`src/rtl/scl_div_pkg.sv`:
```
package scl_div_pkg;

  typedef enum logic [1:0] {
    ST_IDLE = 2'd0,
    ST_LOW  = 2'd1,
    ST_HIGH = 2'd2
  } phase_e;

  localparam logic [1:0] DUTY_SYM   = 2'd0;
  localparam logic [1:0] DUTY_2TO1  = 2'd1;
  localparam logic [1:0] DUTY_16TO9 = 2'd2;

  typedef struct packed {
    logic clear;
    logic advance;
  } cnt_ctrl_t;

endpackage

```
`src/rtl/scl_div_cfg.sv`:
```
module scl_div_cfg
  import scl_div_pkg::*;
#(
  parameter int MHZ_W        = 6,
  parameter int KHZ_W        = 9,
  parameter int DIV_W        = 12,
  parameter int RISE_W       = 6,
  parameter int MHZ_MIN      = 2,
  parameter int MHZ_MAX      = 36,
  parameter int STD_MAX_KHZ  = 100,
  parameter int FAST_MAX_KHZ = 400,
  parameter int STD_FLOOR    = 4,
  parameter int FAST_FLOOR   = 1,
  parameter int RST_DIV      = 40,
  parameter int RST_RISE     = 9
) (
  input  logic              clk,
  input  logic              rstN,
  input  logic              enable,
  input  logic              cfgWe,
  input  logic [MHZ_W-1:0]  mhzIn,
  input  logic [KHZ_W-1:0]  khzIn,
  input  logic [1:0]        dutyIn,
  output logic [DIV_W-1:0]  divOut,
  output logic [RISE_W-1:0] riseOut,
  output logic [1:0]        dutyOut,
  output logic              cfgErr,
  output logic              tooSlow
);

  localparam int NUM_W = MHZ_W + KHZ_W + 10;
  localparam logic [MHZ_W-1:0] MHZ_LO   = MHZ_W'(MHZ_MIN);
  localparam logic [MHZ_W-1:0] MHZ_HI   = MHZ_W'(MHZ_MAX);
  localparam logic [KHZ_W-1:0] STD_LIM  = KHZ_W'(STD_MAX_KHZ);
  localparam logic [KHZ_W-1:0] FAST_LIM = KHZ_W'(FAST_MAX_KHZ);
  localparam logic [NUM_W-1:0] DIV_MAX  = NUM_W'((1 << DIV_W) - 1);

  logic             isFast;
  logic             badCfg;
  logic             tooBig;
  logic [NUM_W-1:0] num, den, denSafe, quot, floorVal, divCalc, riseCalc;
  logic [NUM_W-1:0] weight;

  always_comb begin
    isFast = khzIn > STD_LIM;
    num    = NUM_W'(mhzIn) * NUM_W'(1000);
    if (!isFast)                   weight = NUM_W'(2);
    else if (dutyIn == DUTY_16TO9) weight = NUM_W'(25);
    else                           weight = NUM_W'(3);
    den      = NUM_W'(khzIn) * weight;
    denSafe  = (den == '0) ? NUM_W'(1) : den;
    quot     = num / denSafe;
    floorVal = isFast ? NUM_W'(FAST_FLOOR) : NUM_W'(STD_FLOOR);
    divCalc  = (quot < floorVal) ? floorVal : quot;
    tooBig   = divCalc > DIV_MAX;
    riseCalc = isFast ? (NUM_W'(mhzIn) * NUM_W'(300)) / NUM_W'(1000) + NUM_W'(1)
                      : NUM_W'(mhzIn) + NUM_W'(1);
    badCfg   = (mhzIn < MHZ_LO) || (mhzIn > MHZ_HI) ||
               (khzIn == '0) || (khzIn > FAST_LIM) ||
               (dutyIn == 2'd3) ||
               (isFast && (dutyIn == DUTY_SYM)) ||
               (!isFast && (dutyIn != DUTY_SYM));
  end

  always_ff @(posedge clk) begin
    if (!rstN) begin
      divOut  <= DIV_W'(RST_DIV);
      riseOut <= RISE_W'(RST_RISE);
      dutyOut <= DUTY_SYM;
      cfgErr  <= 1'b0;
      tooSlow <= 1'b0;
    end else if (cfgWe && !enable) begin
      cfgErr  <= badCfg;
      tooSlow <= !badCfg && tooBig;
      if (!badCfg && !tooBig) begin
        divOut  <= DIV_W'(divCalc);
        riseOut <= RISE_W'(riseCalc);
        dutyOut <= dutyIn;
      end
    end
  end

  // settings frozen while running
  p_locked_r7: assert property (@(posedge clk) disable iff (!rstN)
    enable |=> ($stable(divOut) && $stable(riseOut) && $stable(cfgErr)));
  // an unreachable speed never replaces the divider
  p_slow_keeps_r6: assert property (@(posedge clk) disable iff (!rstN)
    $rose(tooSlow) |-> $stable(divOut));
  // the stored divider is never zero
  p_div_nonzero_r4: assert property (@(posedge clk) disable iff (!rstN)
    divOut != '0);

endmodule

```
`src/rtl/scl_div_cnt.sv`:
```
module scl_div_cnt
  import scl_div_pkg::*;
#(
  parameter int DIV_W = 12
) (
  input  logic             clk,
  input  logic             rstN,
  input  cnt_ctrl_t        ctl,
  input  logic [DIV_W-1:0] divIn,
  input  logic [1:0]       dutyIn,
  output logic             lowDone,
  output logic             highDone
);

  localparam int UNIT_W = 4;

  logic [DIV_W-1:0]  tick, tickLast;
  logic [UNIT_W-1:0] unit, lowLast, highLast;

  always_comb begin
    case (dutyIn)
      DUTY_2TO1:  begin lowLast = UNIT_W'(1);  highLast = UNIT_W'(0); end
      DUTY_16TO9: begin lowLast = UNIT_W'(15); highLast = UNIT_W'(8); end
      default:    begin lowLast = UNIT_W'(0);  highLast = UNIT_W'(0); end
    endcase
    tickLast = divIn - DIV_W'(1);
    lowDone  = (tick == tickLast) && (unit == lowLast);
    highDone = (tick == tickLast) && (unit == highLast);
  end

  always_ff @(posedge clk) begin
    if (!rstN || ctl.clear) begin
      tick <= '0;
      unit <= '0;
    end else if (ctl.advance) begin
      if (tick == tickLast) begin
        tick <= '0;
        unit <= unit + UNIT_W'(1);
      end else begin
        tick <= tick + DIV_W'(1);
      end
    end
  end

  // tick counter stays inside one divider period
  p_tick_range_r8: assert property (@(posedge clk) disable iff (!rstN)
    tick <= tickLast);

endmodule

```
`src/rtl/scl_div_ctrl.sv`:
```
module scl_div_ctrl
  import scl_div_pkg::*;
(
  input  logic      clk,
  input  logic      rstN,
  input  logic      enable,
  input  logic      sclIn,
  input  logic      lowDone,
  input  logic      highDone,
  output cnt_ctrl_t ctl,
  output logic      sclOut,
  output logic      fallStb,
  output logic      riseStb
);

  phase_e state, nextState;
  logic   seenHigh;

  always_comb begin
    nextState = state;
    ctl       = '0;
    case (state)
      ST_IDLE: begin
        ctl.clear = 1'b1;
        if (enable) nextState = ST_LOW;
      end
      ST_LOW: begin
        ctl.advance = 1'b1;
        if (lowDone) begin
          nextState = ST_HIGH;
          ctl.clear = 1'b1;
        end
      end
      ST_HIGH: begin
        ctl.advance = sclIn;
        if (sclIn && highDone) begin
          nextState = ST_LOW;
          ctl.clear = 1'b1;
        end
      end
      default: nextState = ST_IDLE;
    endcase
    if (!enable) begin
      nextState = ST_IDLE;
      ctl.clear = 1'b1;
    end
  end

  always_ff @(posedge clk) begin
    if (!rstN) begin
      state    <= ST_IDLE;
      fallStb  <= 1'b0;
      seenHigh <= 1'b0;
    end else begin
      state    <= nextState;
      fallStb  <= (nextState == ST_LOW) && (state != ST_LOW);
      seenHigh <= (state == ST_HIGH) && (nextState == ST_HIGH) && (seenHigh || sclIn);
    end
  end

  assign sclOut  = (state != ST_LOW);
  assign riseStb = (state == ST_HIGH) && sclIn && !seenHigh;

  // one fall strobe per low phase
  p_fall_single_r8: assert property (@(posedge clk) disable iff (!rstN)
    fallStb |=> !fallStb);
  // a held-low line keeps the high phase open
  p_stretch_hold_r10: assert property (@(posedge clk) disable iff (!rstN)
    (state == ST_HIGH && !sclIn && enable) |=> (state == ST_HIGH));
  // rise strobe lasts one cycle
  p_rise_once_r10: assert property (@(posedge clk) disable iff (!rstN)
    riseStb |=> !riseStb);
  // disabling releases the line
  p_idle_release_r11: assert property (@(posedge clk) disable iff (!rstN)
    !enable |=> sclOut);

endmodule

```
`src/rtl/scl_div_gen.sv`:
```
module scl_div_gen
  import scl_div_pkg::*;
#(
  parameter int MHZ_W  = 6,
  parameter int KHZ_W  = 9,
  parameter int DIV_W  = 12,
  parameter int RISE_W = 6
) (
  input  logic              clk,
  input  logic              rstN,
  input  logic              enable,
  input  logic              cfgWe,
  input  logic [MHZ_W-1:0]  mhzIn,
  input  logic [KHZ_W-1:0]  khzIn,
  input  logic [1:0]        dutyIn,
  input  logic              sclIn,
  output logic              sclOut,
  output logic              fallStb,
  output logic              riseStb,
  output logic [DIV_W-1:0]  divOut,
  output logic [RISE_W-1:0] riseOut,
  output logic              cfgErr,
  output logic              tooSlow
);

  cnt_ctrl_t  ctl;
  logic [1:0] dutyCur;
  logic       lowDone, highDone;

  scl_div_cfg #(
    .MHZ_W(MHZ_W), .KHZ_W(KHZ_W), .DIV_W(DIV_W), .RISE_W(RISE_W)
  ) cfg_i (
    .clk(clk), .rstN(rstN), .enable(enable), .cfgWe(cfgWe),
    .mhzIn(mhzIn), .khzIn(khzIn), .dutyIn(dutyIn),
    .divOut(divOut), .riseOut(riseOut), .dutyOut(dutyCur),
    .cfgErr(cfgErr), .tooSlow(tooSlow)
  );

  scl_div_cnt #(.DIV_W(DIV_W)) cnt_i (
    .clk(clk), .rstN(rstN), .ctl(ctl), .divIn(divOut), .dutyIn(dutyCur),
    .lowDone(lowDone), .highDone(highDone)
  );

  scl_div_ctrl ctrl_i (
    .clk(clk), .rstN(rstN), .enable(enable), .sclIn(sclIn),
    .lowDone(lowDone), .highDone(highDone), .ctl(ctl),
    .sclOut(sclOut), .fallStb(fallStb), .riseStb(riseStb)
  );

endmodule

```
`config.mk`:
```
export PLATFORM = sky130hd
export DESIGN_NAME = scl_div_gen
export DESIGN_NICKNAME = d
export VERILOG_FILES = /design/src/rtl/scl_div_pkg.sv /design/src/rtl/scl_div_cfg.sv /design/src/rtl/scl_div_cnt.sv /design/src/rtl/scl_div_ctrl.sv /design/src/rtl/scl_div_gen.sv
export SDC_FILE = /design/constraint.sdc
export NUM_CORES = 1
export LEC_CHECK = 0
export BUFFER_PORTS_ARGS = -buffer_cell sky130_fd_sc_hd__buf_2
export CAP_MARGIN = 40
export CORE_ASPECT_RATIO = 2
export CORE_UTILIZATION = 52
export CTS_CLUSTER_DIAMETER = 100
export DETAILED_ROUTE_END_ITERATION = 8
export GPL_TIMING_DRIVEN = 0
export PLACE_DENSITY = 0.68
export SLEW_MARGIN = 5
export SYNTH_ARGS = -nofsm -noshare
export SYNTH_HDL_FRONTEND = slang
export SYNTH_SLANG_ARGS = --single-unit
```
`constraint.sdc`:
```
create_clock -name clk -period 139.1 [get_ports clk]
set_input_delay 27.82 -clock clk [delete_from_list [all_inputs] [get_ports clk]]
set_output_delay 27.82 -clock clk [all_outputs]
set_load 0.01 [all_outputs]
```
==> impl_metrics.json, run 1 <==
{
  "first_iter_violations": 906,
  "critPathKind": "primary input to flop",
  "hold_path.class": "flop to flop",
  "die_w_um": 143,
  "fmax_ghz": 0.00960,
  "avgViaCountPerCell": 6.48,
  "synth_top_area_frac": 0.214,
  "synth_warnings": 0,
  "grt_max_degree": 22,
  "ys_seq_area_frac": 0.0405,
  "clk_latency_ps": 290,
  "critPathTopFamily": "compound AO/OA/AOI/OAI gates",
  "die-area_um2": 40800,
  "min_period_over_period": 0.749,
  "cts.sinks": 42,
  "clockBufferDepth": 2,
  "grt.total_usage": 0.362,
  "setup_viol": 0,
  "cap_violations": 0,
  "reg2reg_slack_ps": 134890,
  "areaGrowthSynthToFinish_pct": 6.93,
  "final-hold-violation-count": 0,
  "grt_pass1_vias": 23200,
  "crit_slowest_cell": "a221oi_1",
  "syn_area_um2": 20800,
  "worst_slew_pin_slew_ps": 983,
  "start_util": 0.527,
  "cpMostUsedCell": "a21oi_1",
  "synth_top_area_cell": "ha_1",
  "dp_hpwl_um": 60800,
  "cts_resized": 0,
  "io_buffers": 43,
  "finClkSkew_ps": 5.68,
  "cp.buffers_inverters": 33,
  "num-nets-final": 3328,
  "cp-start-kind": "primary input",
  "fp.dieH_um": 285,
  "status": "completed",
  "synth_cells": 2840,
  "core_um2": 39400,
  "drt_pass1_iterations": 7,
  "cts_setup_buffers": 0,
  "gp_congestion": 1.03,
  "cts_buffers": 5,
  "grt_pass1_wl_um": 115000,
  "cts_max_level": 2,
  "min_period_ps": 104170,
  "synth_edf_count": 0,
  "num_rows": 103,
  "grt_remaining_overflow": 0,
  "slew_headroom": 0.338,
  "final_common_cell": "ha_1",
  "layout-drive-gt1-share": 0.0859,
  "drv_slew": 0,
  "dr_total_vias": 22300,
  "wl_per_cell_um": 21.3,
  "routed_wirelength_um": 73400,
  "drcViolationCount": 0,
  "antenna_found_initial": 2,
  "synth_seq_cells": 42,
  "synthTopCellsByArea": "ha_1, a21oi_1, nor2_1",
  "synthFlopType": "dfxtp_1",
  "yosysUniqueCellTypes": 107,
  "io_pins": 45,
  "crit_required_ps": 139230,
  "layout_common_cells": "ha_1, nor2_1, nand2_1",
  "cts.reportedPaths.clkPinSlew_ps": 60,
  "syn_area_per_cell_um2": 7.32,
  "ys_async_sr_fraction": 0,
  "ant_nets": 0,
  "root_buffer": "clkbuf_16",
  "cts_tree": "yes",
  "cp_data_arrival_time_ps": 104300,
  "rsz0062_at_grt": "no",
  "fin_tns_setup_ps": 0,
  "cpPeakStageDelay_ps": 880,
  "setup.worst_path.end_class": "flop",
  "worstPathMaxFanout": 13,
  "ctsHoldBuffers": 0
}
==> sequential cells by signal (all words and copies together) (netlist names) <==
register         flops
cfg_i.divOut        12
ctrl_i.state         2
cfg_i.cfgErr         1
cfg_i.dutyOut        2
cfg_i.tooSlow        1
cfg_i.riseOut        6
cnt_i.tick          12
cnt_i.unit           4
ctrl_i.seenHigh      1
ctrl_i.fallStb       1
==> worst paths after layout <==
check	from	end	cells past startpoint
setup reg to reg	cfg_i.divOut[2]	cnt_i.tick[3]	14
setup / recovery	khzIn[2]	cfg_i.divOut[2]	288
hold reg to reg	cfg_i.cfgErr	cfg_i.cfgErr	2
hold / removal	cfg_i.cfgErr	cfg_i.cfgErr	2
==> cells in the mapped netlist, types with 48 or more instances <==
cell	n
o21a_1	97
xnor2_1	114
nand3_1	66
nand2_1	229
a21o_1	76
a21oi_1	210
xor2_1	95
nor3_1	114
mux2_2	81
inv_1	145
o21ai_0	142
clkbuf_1	48
ha_1	356
nor2_1	273
==> cells by family after synthesis <==
kind of cell / after synthesis / synth area share
fa+ha+maj: 390 / 0.245
buf+inv: 214 / 0.0398
flops: 42 / 0.0405
simple gates: 1007 / 0.240
other cells: 1 / 0.000180
compound gates: 864 / 0.286
xor+xnor: 209 / 0.0881
mux: 113 / 0.0599
==> final cells by class <==
class	instances	area (um^2)
multi-input combinational	2592	19200
fill	3844	17200
clock buffer	6	129
sequential	42	841
buffer	65	269
tap	525	657
inverter	149	559
timing repair buffer	65	587
antenna	1	2.50
clock inverter	2	13.8
==> through the flow <==
step	hold slack (ps)	cells	utilization	setup WS, ps	area [um^2]
2_1_floorplan	460	2848	-	51140	20800
3_3_place_gp	475	3416	0.550	33910	21700
3_5_place_dp	479	3435	0.559	36350	22000
4_1_cts	488	3443	0.562	36370	22200
5_1_grt	523	3447	0.563	29880	22200
6_report	493	3447	0.563	34930	22200
==> per-layer routing <==
metal	share of wire	vias up	GRT usage	wire, um
met5	0.00018	-	0	13
met1	0.32	10500	0.301	23400
li1	-	10700	-	-
met2	0.51	709	0.673	37700
met3	0.056	417	0.0842	4140
met4	0.11	2	0.354	8170
==> worst reg2reg max path, cell delays in order, from the launching register on <==
cell and delay, ps:
dfxtp_1 380, nor3_1 420, nand2_1 190, nor4_1 560, nand2b_1 200, a21oi_1 60, a311oi_1 270, a41oi_1 70
nor2_1 200, nand3_1 150, a2111oi_0 710, nand2_1 200, a21o_1 230, nand4_1 350, nor2_1 100
Power of run 1 is left out: the tool's default activity adds up to more than one toggle a clock period on the data nets, which glitch-free logic cannot reach.
==> inputs of run 2 (changes only) <==
--- a/config.mk
+++ b/config.mk
@@ -5,6 +5,7 @@
 export SDC_FILE = /design/constraint.sdc
 export NUM_CORES = 1
 export LEC_CHECK = 0
+export ABC_AREA = 1
 export BUFFER_PORTS_ARGS = -buffer_cell sky130_fd_sc_hd__buf_2
 export CAP_MARGIN = 40
 export CORE_ASPECT_RATIO = 2
@@ -12,7 +13,7 @@
 export CTS_CLUSTER_DIAMETER = 100
 export DETAILED_ROUTE_END_ITERATION = 8
 export GPL_TIMING_DRIVEN = 0
-export PLACE_DENSITY = 0.68
+export PLACE_DENSITY = 0.71
 export SLEW_MARGIN = 5
 export SYNTH_ARGS = -nofsm -noshare
 export SYNTH_HDL_FRONTEND = slang
==> constraint.sdc (replaced) <==
create_clock -name clk -period 88.3 [get_ports clk]
set_input_delay 17.66 -clock clk [delete_from_list [all_inputs] [get_ports clk]]
set_output_delay 17.66 -clock clk [all_outputs]
set_load 0.01 [all_outputs]
==> impl_metrics.json, run 2 <==
{
  "status": "completed",
  "fmax_ghz": 0.0122,
  "start_util": 0.525,
  "ant_nets": 0,
  "setup.worst_path.end_class": "flop",
  "cpMostUsedCell": "nand2_1",
  "cts_tree": "yes",
  "drt_pass1_iterations": 5,
  "syn_area_um2": 20700,
  "fp.dieH_um": 284,
  "setup_viol": 0,
  "dr_total_vias": 22200,
  "routed_wirelength_um": 62800,
  "fin_ws_ps": 6180,
  "dp_cells": 4039,
  "grt_remaining_overflow": 0,
  "dp_hpwl_um": 53200,
  "num-nets-final": 3947,
  "synth-compound-area-share": 0.163,
  "antenna_found_initial": 3,
  "synth-xor-area-share": 0.0960,
  "cts.reportedPaths.clkPinSlew_ps": 60,
  "synth-simple-area-share": 0.340,
  "crit_required_ps": 88480,
  "synth_most_common_cell": "nand2_1",
  "muxShareOfSynthArea": 0.00157,
  "min_period_ps": 82120,
  "hold_path.startpoint": "cfg_i.tooSlow",
  "cp-start-kind": "primary input",
  "reg2regPathDepth": 16,
  "grt_pass1_vias": 21600,
  "synthTopCellsByArea": "ha_1, nand2_1, inv_1",
  "post-place-ws_ps": -3520,
  "clockBufferDepth": 2,
  "r2r-end": "cnt_i.tick[9]",
  "layout_common_cells": "nand2_1, inv_1, ha_1",
  "synthTopCellsByCount": "nand2_1, inv_1, ha_1",
  "min_period_over_period": 0.930,
  "cts_buffers": 5,
  "synthFlopType": "dfxtp_1",
  "hold_depth": 2,
  "worstPathMaxFanout": 19,
  "root_buffer": "clkbuf_16",
  "cap_violations": 0,
  "io_pins": 45,
  "synth_top_area_cell": "ha_1",
  "reg2reg_slack_ps": 84800,
  "ys_async_sr_fraction": 0,
  "drcViolationCount": 0,
  "final_common_cell": "nand2_1",
  "yosysUniqueCellTypes": 66,
  "grt_max_degree": 26,
  "min_to": "cfg_i.tooSlow",
  "num_rows": 103,
  "cts_max_level": 2,
  "final-hold-violation-count": 0,
  "synth_top_area_frac": 0.215,
  "placed_area_um2": 21900,
  "gp_congestion": 0.970,
  "synth_warnings": 0,
  "die_w_um": 143,
  "die-area_um2": 40700,
  "layout-drive-gt1-share": 0.0884,
  "avgViaCountPerCell": 5.46,
  "io_buffers": 43,
  "top_regs": "cfg_i.divOut x12, cnt_i.tick x12, cfg_i.riseOut x6",
  "cp_data_arrival_time_ps": 82310,
  "grt_pass1_wl_um": 101000,
  "critPathKind": "primary input to flop",
  "syn_area_per_cell_um2": 6.00,
  "timing.rr.start": "cfg_i.divOut[1]",
  "crit_slowest_cell": "fa_1",
  "finClkSkew_ps": 6.75,
  "hold_path.class": "flop to flop",
  "layout.cells.non_filler": 4067,
  "synth_fa_ha_area_frac": 0.244,
  "cpPeakStageDelay_ps": 540,
  "drv_slew": 0,
  "cts.sinks": 42,
  "synth_top_family_by_area": "simple AND/OR/NAND/NOR gates",
  "wl_per_cell_um": 15.4,
  "synth_seq_cells": 42,
  "worst_slew_pin_slew_ps": 880,
  "first_iter_violations": 872,
  "final_area_um2": 22500,
  "synth_cells": 3452,
  "synth_edf_count": 0,
  "ys_seq_area_frac": 0.0406,
  "grt.total_usage": 0.311,
  "core_um2": 39400,
  "areaGrowthSynthToFinish_pct": 8.76,
  "clk_latency_ps": 280,
  "slew_headroom": 0.408
}
[run 2: worst max path at each step]
stage | from | end | slack [ps] | depth (start not counted)
2_1_floorplan | khzIn[3] | cfg_i.divOut[2] | 12090 | 430
3_3_place_gp | khzIn[6] | cfg_i.divOut[2] | -5250 | 427
3_5_place_dp | khzIn[0] | cfg_i.divOut[2] | -3520 | 431
4_1_cts | khzIn[6] | cfg_i.divOut[2] | 70 | 435
5_1_grt | khzIn[5] | cfg_i.divOut[2] | -150 | 441
6_report | khzIn[0] | cfg_i.divOut[2] | 6180 | 439
[run 2: area by class of cell]
cell class / count / area, um^2
Antenna cell: 2 / 5.00
Buffer: 50 / 299
Clock buffer: 8 / 166
Fill cell: 4169 / 16900
Inverter: 574 / 2170
Multi-Input combinational cell: 2794 / 17800
Sequential cell: 42 / 841
Tap cell: 525 / 657
Timing Repair Buffer: 72 / 596
[run 2: timing repair]
item	4_1_cts	5_1_grt
pin swaps	0	8
gates resized for setup	22	132
setup endpoints to repair	3	3
setup buffers	1	17
cloned	0	1
hold buffers	0	0
[run 2: stage by stage]
stage | setup TNS (ps) | util | hold WS, ps
global route | -296 | 0.571 | 497
floorplan | 0 | - | 470
finish | 0 | 0.571 | 471
detailed placement | -10350 | 0.555 | 462
CTS | 0 | 0.560 | 471
global placement | -15510 | 0.548 | 451
[run 2: critical path, delay by kind of cell]
kind                     cells  cell delay (ps)
AND/OR/NAND/NOR            162            19370
adder cells (fa/ha/maj)     28             9040
AO/OA/AOI/OAI              139            22800
XOR/XNOR                     1              150
buffers and inverters      109            13100
[run 2: per-layer routing]
layer	global-route usage	vias up	wire length, um	part of all wire
met1	0.291	10100	22000	0.35
met4	0.245	0	6120	0.097
met5	0	-	0	0
met2	0.603	444	32900	0.52
li1	-	11500	-	-
met3	0.0251	266	1770	0.028
[run 2: cell families (layout without fill, tap and decap cells)]
| group | after synthesis | in the layout |
|---|---|---|
| simple gates | 1559 | 1559 |
| buf+inv | 625 | 704 |
| compound gates | 609 | 610 |
| fa+ha+maj | 386 | 386 |
| xor+xnor | 227 | 227 |
| flops | 42 | 42 |
| mux | 3 | 3 |
| other cells | 1 | 11 |
Power of run 2 is left out for the same reason.
==> inputs of run 3 (changes only) <==
--- a/config.mk
+++ b/config.mk
@@ -17,4 +17,5 @@
 export SLEW_MARGIN = 5
 export SYNTH_ARGS = -nofsm -noshare
 export SYNTH_HDL_FRONTEND = slang
+export SYNTH_HIERARCHICAL = 1
 export SYNTH_SLANG_ARGS = --single-unit
==> impl_metrics.json, run 3 <==
{
  "cpMostUsedCell": "nand2_1",
  "cp_data_arrival_time_ps": 82300,
  "ys_async_sr_fraction": 0,
  "dr_total_vias": 22000,
  "drv_slew": 0,
  "die-area_um2": 41800,
  "hold_path.class": "flop to flop",
  "cts_buffers": 5,
  "grt_pass1_vias": 21600,
  "core_um2": 40300,
  "grt.total_usage": 0.278,
  "routed_wirelength_um": 58900,
  "min_period_over_period": 0.930,
  "layout_common_cells": "nand2_1, inv_1, ha_1",
  "grt_pass1_wl_um": 95800,
  "synth_edf_count": 0,
  "worstPathMaxFanout": 17,
  "synth_warnings": 6,
  "synthTopCellsByCount": "nand2_1, inv_1, ha_1",
  "worst_slew_pin_slew_ps": 832,
  "final_area_um2": 23000,
  "setup.worst_path.end_class": "flop",
  "cap_violations": 0,
  "fin_util": 0.570,
  "cts_max_level": 2,
  "grt_remaining_overflow": 0,
  "cp-start-kind": "primary input",
  "cts.sinks": 42,
  "setup_viol": 0,
  "crit_slowest_cell": "fa_1",
  "yosysUniqueCellTypes": 82,
  "syn_area_um2": 21300,
  "synth_most_common_cell": "nand2_1",
  "first_iter_violations": 612,
  "grt_max_degree": 28,
  "clk_latency_ps": 290,
  "synth_seq_cells": 42,
  "cpPeakStageDelay_ps": 550,
  "finClkSkew_ps": 4.56,
  "reg2regPathDepth": 16,
  "wl_per_cell_um": 14.5,
  "layout-drive-gt1-share": 0.101,
  "r2r-end": "cnt_i/tick[9]",
  "syn_area_per_cell_um2": 6.17,
  "die_w_um": 145,
  "timing.hold.ws_ps": 503,
  "synthFlopType": "dfxtp_1",
  "top_regs": "cfg_i/divOut x12, cnt_i/tick x12, cfg_i/riseOut x6",
  "antenna_found_initial": 1,
  "min_to": "cfg_i/riseOut[0]",
  "start_util": 0.528,
  "slew_headroom": 0.445,
  "synth_top_area_frac": 0.224,
  "final-hold-violation-count": 0,
  "synth_cells": 3451,
  "ys_seq_area_frac": 0.0395,
  "areaGrowthSynthToFinish_pct": 8.04,
  "status": "completed",
  "crit_required_ps": 88490,
  "fp.dieH_um": 288,
  "cts_tree": "yes",
  "io_buffers": 44,
  "hold_depth": 2,
  "fmax_ghz": 0.0122,
  "hold_path.startpoint": "cfg_i/riseOut[0]",
  "ant_nets": 0,
  "final_common_cell": "nand2_1",
  "io_pins": 45,
  "synthTopCellsByArea": "ha_1, nand2_1, inv_1",
  "timing.rr.start": "cfg_i/divOut[0]",
  "gp_congestion": 0.924,
  "synth_top_area_cell": "ha_1",
  "num_rows": 104,
  "reg2reg_slack_ps": 85140,
  "cts.reportedPaths.clkPinSlew_ps": 60,
  "avgViaCountPerCell": 5.39,
  "clockBufferDepth": 2,
  "num-nets-final": 3976,
  "critPathKind": "primary input to flop",
  "placed_area_um2": 22500,
  "root_buffer": "clkbuf_16",
  "drcViolationCount": 0,
  "min_period_ps": 82110,
  "dp_hpwl_um": 51100,
  "drt_pass1_iterations": 5
}
==> run 3: cell count changes in the layout (fill, tap and decap cells not counted), sizes merged, moves of 10 or more <==
cell and change:
nand2 -15, ha +26, nor4 -14, o21bai -11, xnor2 +13, nor3 -10
nand4 -10, o21ai -17, a21o +13
==> run 3: area by class of cell <==
cell class | count | area (um^2)
well taps | 530 | 663
plain buffers | 57 | 457
clock buffers | 5 | 125
diodes | 1 | 2.50
multi-input cells | 2787 | 18100
clock inverters | 3 | 48.8
repair buffers | 75 | 592
fillers | 4232 | 17300
flip-flops and latches | 42 | 841
inverters | 572 | 2170
repair inverters | 1 | 5.00
==> run 3: cells by family (layout without fill, tap and decap cells) <==
logic type | count (synthesis) | in the layout | synth area share
DFF | 42 | 42 | 0.0395
muxes | 1 | 1 | 0.000529
other | 1 | 10 | 0.000176
and+or+nand+nor | 1516 | 1516 | 0.322
xor gates and xnor gates | 245 | 245 | 0.102
AOI/OAI and AO/OA | 603 | 603 | 0.161
adders and majority gates | 413 | 413 | 0.254
buffers and inverters | 630 | 713 | 0.121
==> run 3: through the flow <==
stage,cells,worst slack [ps],TNS [ps]
6_report,4073,6190,0
5_1_grt,4072,-109,-191
4_1_cts,4049,36.4,0
3_5_place_dp,4042,-2560,-7570
3_3_place_gp,4033,-5050,-15040
2_1_floorplan,3459,13470,0
==> run 3: timing repair <==
action	in CTS	in global routing
buffers inserted	0	22
gates cloned	0	1
hold buffers	0	0
resized for setup	10	86
setup endpoints to repair	3	3
pin swaps	0	6
endpoints found under the hold margin	0	0
==> run 3: worst max path at each step <==
stage | start | endpoint | slack, ps
6_report | khzIn[2] | cfg_i/divOut[2] | 6190
5_1_grt | khzIn[2] | cfg_i/divOut[2] | -110
4_1_cts | khzIn[1] | cfg_i/divOut[2] | 40
3_5_place_dp | khzIn[1] | cfg_i/divOut[2] | -2560
3_3_place_gp | khzIn[1] | cfg_i/divOut[2] | -5050
2_1_floorplan | khzIn[1] | cfg_i/divOut[0] | 13470
==> run 3: critical path, delay by kind of cell <==
family	cells	cell delay [ps]
AOI/OAI and AO/OA	135	23610
adders and majority gates	29	9410
and+or+nand+nor	175	19610
buffers and inverters	93	11590
==> run 3: routing by layer <==
metal,up-vias,part of all wire,GRT usage
li1,11400,-,-
met2,343,0.57,0.606
met3,216,0.020,0.0155
met4,0,0.076,0.190
met5,-,0,0
met1,9990,0.33,0.230
Power of run 3 is left out for the same reason.
